==> config.mk <==
export PLATFORM = sky130hd
export DESIGN_NAME = dc_block_filter
export DESIGN_NICKNAME = d
export VERILOG_FILES = /design/src/rtl/dcf_pkg.sv /design/src/rtl/dcf_sat.sv /design/src/rtl/dcf_channel.sv /design/src/rtl/dc_block_filter.sv
export SDC_FILE = /design/constraint.sdc
export NUM_CORES = 1
export LEC_CHECK = 0
export ABC_AREA = 1
export BUFFER_PORTS_ARGS = -buffer_cell sky130_fd_sc_hd__buf_2
export CORE_MARGIN = 1.5
export CORE_UTILIZATION = 45
export DETAILED_ROUTE_END_ITERATION = 12
export GPL_TIMING_DRIVEN = 0
export PLACE_DENSITY = 0.73
export SLEW_MARGIN = 10
export SYNTH_ARGS = -nofsm -noshare
export SYNTH_HDL_FRONTEND = slang
export SYNTH_HIERARCHICAL = 1
export SYNTH_SLANG_ARGS = --single-unit
export TNS_END_PERCENT = 5
==> constraint.sdc <==
create_clock -name clk_i -period 8.7 [get_ports clk_i]
set_clock_uncertainty 0.2 [all_clocks]
set_input_delay 0.435 -clock clk_i [delete_from_list [all_inputs] [get_ports clk_i]]
set_output_delay 0.435 -clock clk_i [all_outputs]
set_load 0.005 [all_outputs]
==> src/rtl/dcf_pkg.sv <==
package dcf_pkg;
  typedef enum logic [1:0] {
    MODE_BYPASS = 2'd0,
    MODE_TRACK  = 2'd1,
    MODE_HOLD   = 2'd2
  } dcf_mode_e;
endpackage

==> src/rtl/dcf_sat.sv <==
module dcf_sat #(
  parameter int IN_W  = 26,
  parameter int OUT_W = 24
) (
  input  logic signed [IN_W-1:0]  din_i,
  output logic signed [OUT_W-1:0] dout_o
);
  localparam int TOP_W = IN_W - OUT_W + 1;

  logic [TOP_W-1:0] top_bits;
  logic             in_range;

  assign top_bits = din_i[IN_W-1:OUT_W-1];
  assign in_range = (&top_bits) | (~|top_bits);

  always_comb begin
    if (in_range)        dout_o = din_i[OUT_W-1:0];
    else if (din_i[IN_W-1]) dout_o = {1'b1, {(OUT_W-1){1'b0}}};
    else                 dout_o = {1'b0, {(OUT_W-1){1'b1}}};
  end
endmodule

==> src/rtl/dcf_channel.sv <==
module dcf_channel
  import dcf_pkg::*;
#(
  parameter int SMP_W   = 24,
  parameter int SHIFT_K = 12
) (
  input  logic                   clk_i,
  input  logic                   rst_ni,
  input  logic                   srst_i,
  input  logic                   valid_i,
  input  dcf_mode_e              mode_i,
  input  logic [SMP_W-1:0]       smp_i,
  output logic [SMP_W-1:0]       res_o,
  output logic [SMP_W+SHIFT_K:0] acc_o
);
  localparam int ACC_W = SMP_W + SHIFT_K + 1; // one guard bit above the sample range
  localparam int EST_W = SMP_W + 1;
  localparam int SUB_W = SMP_W + 2;

  logic signed [ACC_W-1:0] acc_q, acc_nxt, smp_scaled;
  logic signed [ACC_W:0]   diff;
  logic signed [EST_W-1:0] est;
  logic signed [SUB_W-1:0] sub;
  logic signed [SMP_W-1:0] sat_res;
  logic        [SMP_W-1:0] res_q;

  assign smp_scaled = {smp_i[SMP_W-1], smp_i, {SHIFT_K{1'b0}}};
  assign diff       = {smp_scaled[ACC_W-1], smp_scaled} - {acc_q[ACC_W-1], acc_q};
  // arithmetic shift by slicing: floor division by 2^K
  assign acc_nxt    = acc_q + {{(SHIFT_K-1){diff[ACC_W]}}, diff[ACC_W:SHIFT_K]};
  assign est        = acc_q[ACC_W-1:SHIFT_K];
  assign sub        = {{2{smp_i[SMP_W-1]}}, smp_i} - {est[EST_W-1], est};

  dcf_sat #(.IN_W(SUB_W), .OUT_W(SMP_W)) i_sat (
    .din_i  (sub),
    .dout_o (sat_res)
  );

  always_ff @(posedge clk_i or negedge rst_ni) begin
    if (!rst_ni) begin
      acc_q <= '0;
      res_q <= '0;
    end else if (srst_i) begin
      acc_q <= '0;
      res_q <= '0;
    end else if (valid_i) begin
      res_q <= (mode_i == MODE_BYPASS) ? smp_i : sat_res;
      if (mode_i == MODE_TRACK) acc_q <= acc_nxt;
    end
  end

  assign res_o = res_q;
  assign acc_o = acc_q;
endmodule

==> src/rtl/dc_block_filter.sv <==
module dc_block_filter
  import dcf_pkg::*;
#(
  parameter int SMP_W   = 24,
  parameter int SHIFT_K = 12
) (
  input  logic             clk_i,
  input  logic             rst_ni,
  input  logic             srst_i,
  input  logic             valid_i,
  input  logic             enable_i,
  input  logic             freeze_i,
  input  logic [SMP_W-1:0] left_i,
  input  logic [SMP_W-1:0] right_i,
  output logic             valid_o,
  output logic [SMP_W-1:0] left_o,
  output logic [SMP_W-1:0] right_o
);
  localparam int NUM_CH = 2;
  localparam int ACC_W  = SMP_W + SHIFT_K + 1;

  logic                              primed_q, valid_q;
  dcf_mode_e                         mode;
  logic [NUM_CH-1:0][SMP_W-1:0]      smp_in, smp_out;
  logic [NUM_CH-1:0][ACC_W-1:0]      acc_w;

  // freeze only takes hold once a sample has seeded the estimate
  always_comb begin
    if (!enable_i)                 mode = MODE_BYPASS;
    else if (freeze_i && primed_q) mode = MODE_HOLD;
    else                           mode = MODE_TRACK;
  end

  always_ff @(posedge clk_i or negedge rst_ni) begin
    if (!rst_ni) begin
      primed_q <= 1'b0;
      valid_q  <= 1'b0;
    end else if (srst_i) begin
      primed_q <= 1'b0;
      valid_q  <= 1'b0;
    end else begin
      valid_q <= valid_i;
      if (valid_i) primed_q <= 1'b1;
    end
  end

  assign smp_in[0] = left_i;
  assign smp_in[1] = right_i;

  for (genvar c = 0; c < NUM_CH; c++) begin : g_ch
    dcf_channel #(.SMP_W(SMP_W), .SHIFT_K(SHIFT_K)) i_ch (
      .clk_i   (clk_i),
      .rst_ni  (rst_ni),
      .srst_i  (srst_i),
      .valid_i (valid_i),
      .mode_i  (mode),
      .smp_i   (smp_in[c]),
      .res_o   (smp_out[c]),
      .acc_o   (acc_w[c])
    );
  end

  assign valid_o = valid_q;
  assign left_o  = smp_out[0];
  assign right_o = smp_out[1];
endmodule

==> results.py <==
metrics = {
    "placed_design": {
        "place_congestion": 0.966,
        "numPortBuffers": 102,
        "dp_hpwl_um": 45200,
        "pre_cts_ws_ps": 4250,
    },
    "cells_and_area": {
        "drive_above_1_share_pct": 12.0,
        "diodes": 0,
        "multi_input_area_um2": 10100,
        "seq_area_um2": 3100,
        "layout_common_cells": "nand2_1, inv_1, nor2_1",
        "final_nets": 2604,
        "final_common_cell": "nand2_1",
        "syn2layout_area_growth_pct": 11.7,
        "fillCellCount": 3378,
    },
    "sta": {
        "slew_headroom_pct": 42.7,
        "tightest_slew_ps": 856,
        "slew_viol_final": 0,
        "min_period_over_period_pct": 50.4,
        "timing.fmax_ghz": 0.228,
        "fin_hold_ws_ps": 126,
        "setup_tns_ps": 0,
        "rsz0062_at_grt": "false",
        "setup_slack_ps": 4310,
        "fin_crit_ps": 4390,
        "setup_viol": 0,
        "hold_viol_final": 0,
    },
    "power_and_ir_drop": {
        "p_per_area_nw_per_um2": 221,
        "combinationalPowerShare_pct": 59.6,
        "p_seq_share_pct": 19.4,
        "ir_drop_mv": 0.119,
        "switchingPower_mw": 1.84,
        "swShare_pct": 50.6,
        "intPower_mw": 1.80,
        "clkPwrFrac_pct": 21.0,
        "power.total_mw": 3.64,
        "p_leak_nw": 8.25,
    },
    "flow_run": {
        "drv_cap": 0,
    },
    "worst_setup_path": {
        "required_ps": 8830,
        "reg2reg_slack_ps": 4310,
        "critPathLaunchType": "flip-flop",
        "arrival_ps": 4520,
        "cp-end-kind": "flip-flop",
        "crit_type": "flip-flop to flip-flop",
        "crit_path_max_fanout": 6,
    },
    "grt": {
        "grt_max_degree": 66,
        "grt_pass1_wl_um": 84500,
        "overflow": 0,
        "antenna_found_initial": 0,
        "track_usage_pct": 32.8,
        "grt_pass1_vias": 15656,
    },
    "cts": {
        "clk_path_buf_depth": 2,
        "postCtsSetupRepairBufs": 0,
        "root_buffer": "clkbuf_16",
        "cts_made_buffers": 17,
        "cts.sinks": 124,
        "htree_levels": 4,
        "cts_tree": "done",
        "clock_latency_ps": 440,
        "clk_pin_slew_ps": 70,
    },
    "detailed_routing": {
        "routedWlPerCell_um": 18.9,
        "drc_errors": 0,
        "drt_iter0_drc": 1158,
        "route.vias.total": 15766,
        "antenna_left": 0,
        "drt-total-wl_um": 54300,
        "avgViaCountPerCell": 5.48,
        "drt-pass1-iter-count": 5,
    },
    "min_path": {
        "hp-class": "input pin to flip-flop",
    },
    "floorplan": {
        "row_count": 66,
        "num_io_pins": 103,
        "die_y_um": 184,
        "initial_core_util_pct": 45.6,
        "core_region_area_um2": 32400,
        "fp.dieW_um": 184,
        "die_area_um2": 33900,
    },
    "synthesis": {
        "netlist_area_um2": 14800,
        "synth_edf_count": 0,
        "synth_nets": 2481,
        "synthCells": 2297,
        "ys_ff_latch": 124,
        "ys_seq_area_share_pct": 21.0,
        "async_reset_ff_share_pct": 100,
        "yosys_warnings": 6,
        "synth-main-ff-cell": "dfrtp_1",
        "synth.distinct_cells": 58,
        "syn_area_per_cell_um2": 6.42,
    },
    "status": {
        "outcome": "complete, no violations",
    },
}
[cell families after synthesis]
group | share of synthesized area, %
and+or+nand+nor | 30.8
adders and majority gates | 11.2
DFF | 21.0
AOI/OAI and AO/OA | 21.0
buffers and inverters | 10.3
xor gates and xnor gates | 5.70
[registers in the layout, summed over array words and instances (netlist names)]
register,cells
g_ch.i_ch/acc_o,74
g_ch.i_ch/res_o,48
primed_q,1
valid_o,1
[worst max-delay path, cell delays in order (launching register included)]
cell      delay [ps]
dfrtp_1          400
inv_1            100
ha_1             270
clkbuf_2         190
nand2_2          100
nor2_1           140
inv_1             80
o21ai_0          280
inv_1             90
o21ai_0          130
xor2_1           380
ha_1             360
a21oi_1          230
a21boi_1         300
nand2_1           90
nand2_1           60
nand3_1          210
a21oi_1          400
nand3_1          130
nand3_1          100
nand2_1           50
[layer usage]
layer  GRT usage [%]  routed length [um]
met1            36.8               21500
met2            57.9               26500
met3            4.16                2430
met4            22.2                3880
met5               0                   0
[through the flow]
step	area, um^2	utilization (%)	std cells
6_report	16500	50.9	2875
5_1_grt	16500	50.9	2875
4_1_cts	16500	50.9	2875
3_5_place_dp	15900	49.0	2842
3_3_place_gp	15800	48.9	2841
2_1_floorplan	14800	-	2297
[cell usage after synthesis (4+ instances only)]
library cell | n | share of area (%)
o21a_1 | 6 | 0.31
fa_1 | 4 | 0.54
nand4_1 | 16 | 0.68
nor3_1 | 35 | 1.2
o21ai_0 | 130 | 4.4
nand3_1 | 67 | 2.3
o22ai_1 | 14 | 0.59
a21o_1 | 22 | 1.1
buf_4 | 7 | 0.36
nor2_1 | 313 | 8.0
buf_2 | 9 | 0.31
o31ai_1 | 6 | 0.31
nand2_1 | 526 | 13
o21bai_1 | 7 | 0.36
or2_2 | 7 | 0.30
a31oi_1 | 6 | 0.25
o21ai_2 | 15 | 0.89
inv_2 | 9 | 0.23
clkbuf_1 | 25 | 0.64
inv_1 | 314 | 8.0
a21oi_2 | 12 | 0.71
o21ai_1 | 28 | 0.95
buf_6 | 7 | 0.53
nor3_2 | 4 | 0.27
ha_1 | 126 | 11
a21oi_1 | 192 | 6.5
dfrtp_1 | 124 | 21
xor2_1 | 71 | 4.2
nand3b_1 | 4 | 0.20
nand3_2 | 12 | 0.81
a21boi_0 | 7 | 0.36
nand2_2 | 40 | 1.7
nand2_4 | 7 | 0.53
o32ai_1 | 50 | 3.0
nor2_2 | 13 | 0.55
xnor2_1 | 25 | 1.5
[cell type report]
class	instances	area share [%]
Buffer	51	1.78
Clock buffer	21	2.92
Multi-Input combinational cell	1797	61.5
Clock inverter	11	0.805
Sequential cell	124	18.8
Inverter	325	7.40
Tap cell	442	3.36
Timing Repair Buffer	104	3.36
[power groups by stage]
stage,combinational (mW),sequential (mW),clock (mW)
2_1_floorplan,1.52,0.703,0
3_3_place_gp,2.10,0.714,0
3_5_place_dp,2.12,0.716,0
4_1_cts,2.14,0.706,0.777
5_1_grt,2.40,0.716,0.795
6_report,2.17,0.707,0.765
[path summary, 6_finish.rpt]
check	start	to	cells after the start
setup / recovery	g_ch[1].i_ch/acc_o[22]	g_ch[1].i_ch/acc_o[36]	20
setup reg to reg	g_ch[1].i_ch/acc_o[22]	g_ch[1].i_ch/acc_o[36]	20
max in group asynchronous	rst_ni	g_ch[0].i_ch/res_o[19]	3
hold / removal	right_i[17]	g_ch[1].i_ch/res_o[17]	3
hold reg to reg	primed_q	primed_q	2
min in group asynchronous	rst_ni	g_ch[1].i_ch/res_o[19]	2
[timing repair]
item | in CTS | in global routing
hold endpoints to repair | 59 | 0
resized for setup | 0 | 0
hold buffers | 1 | 0
endpoints found under the setup margin | 0 | 0
Power figures use the tool's default switching activity.
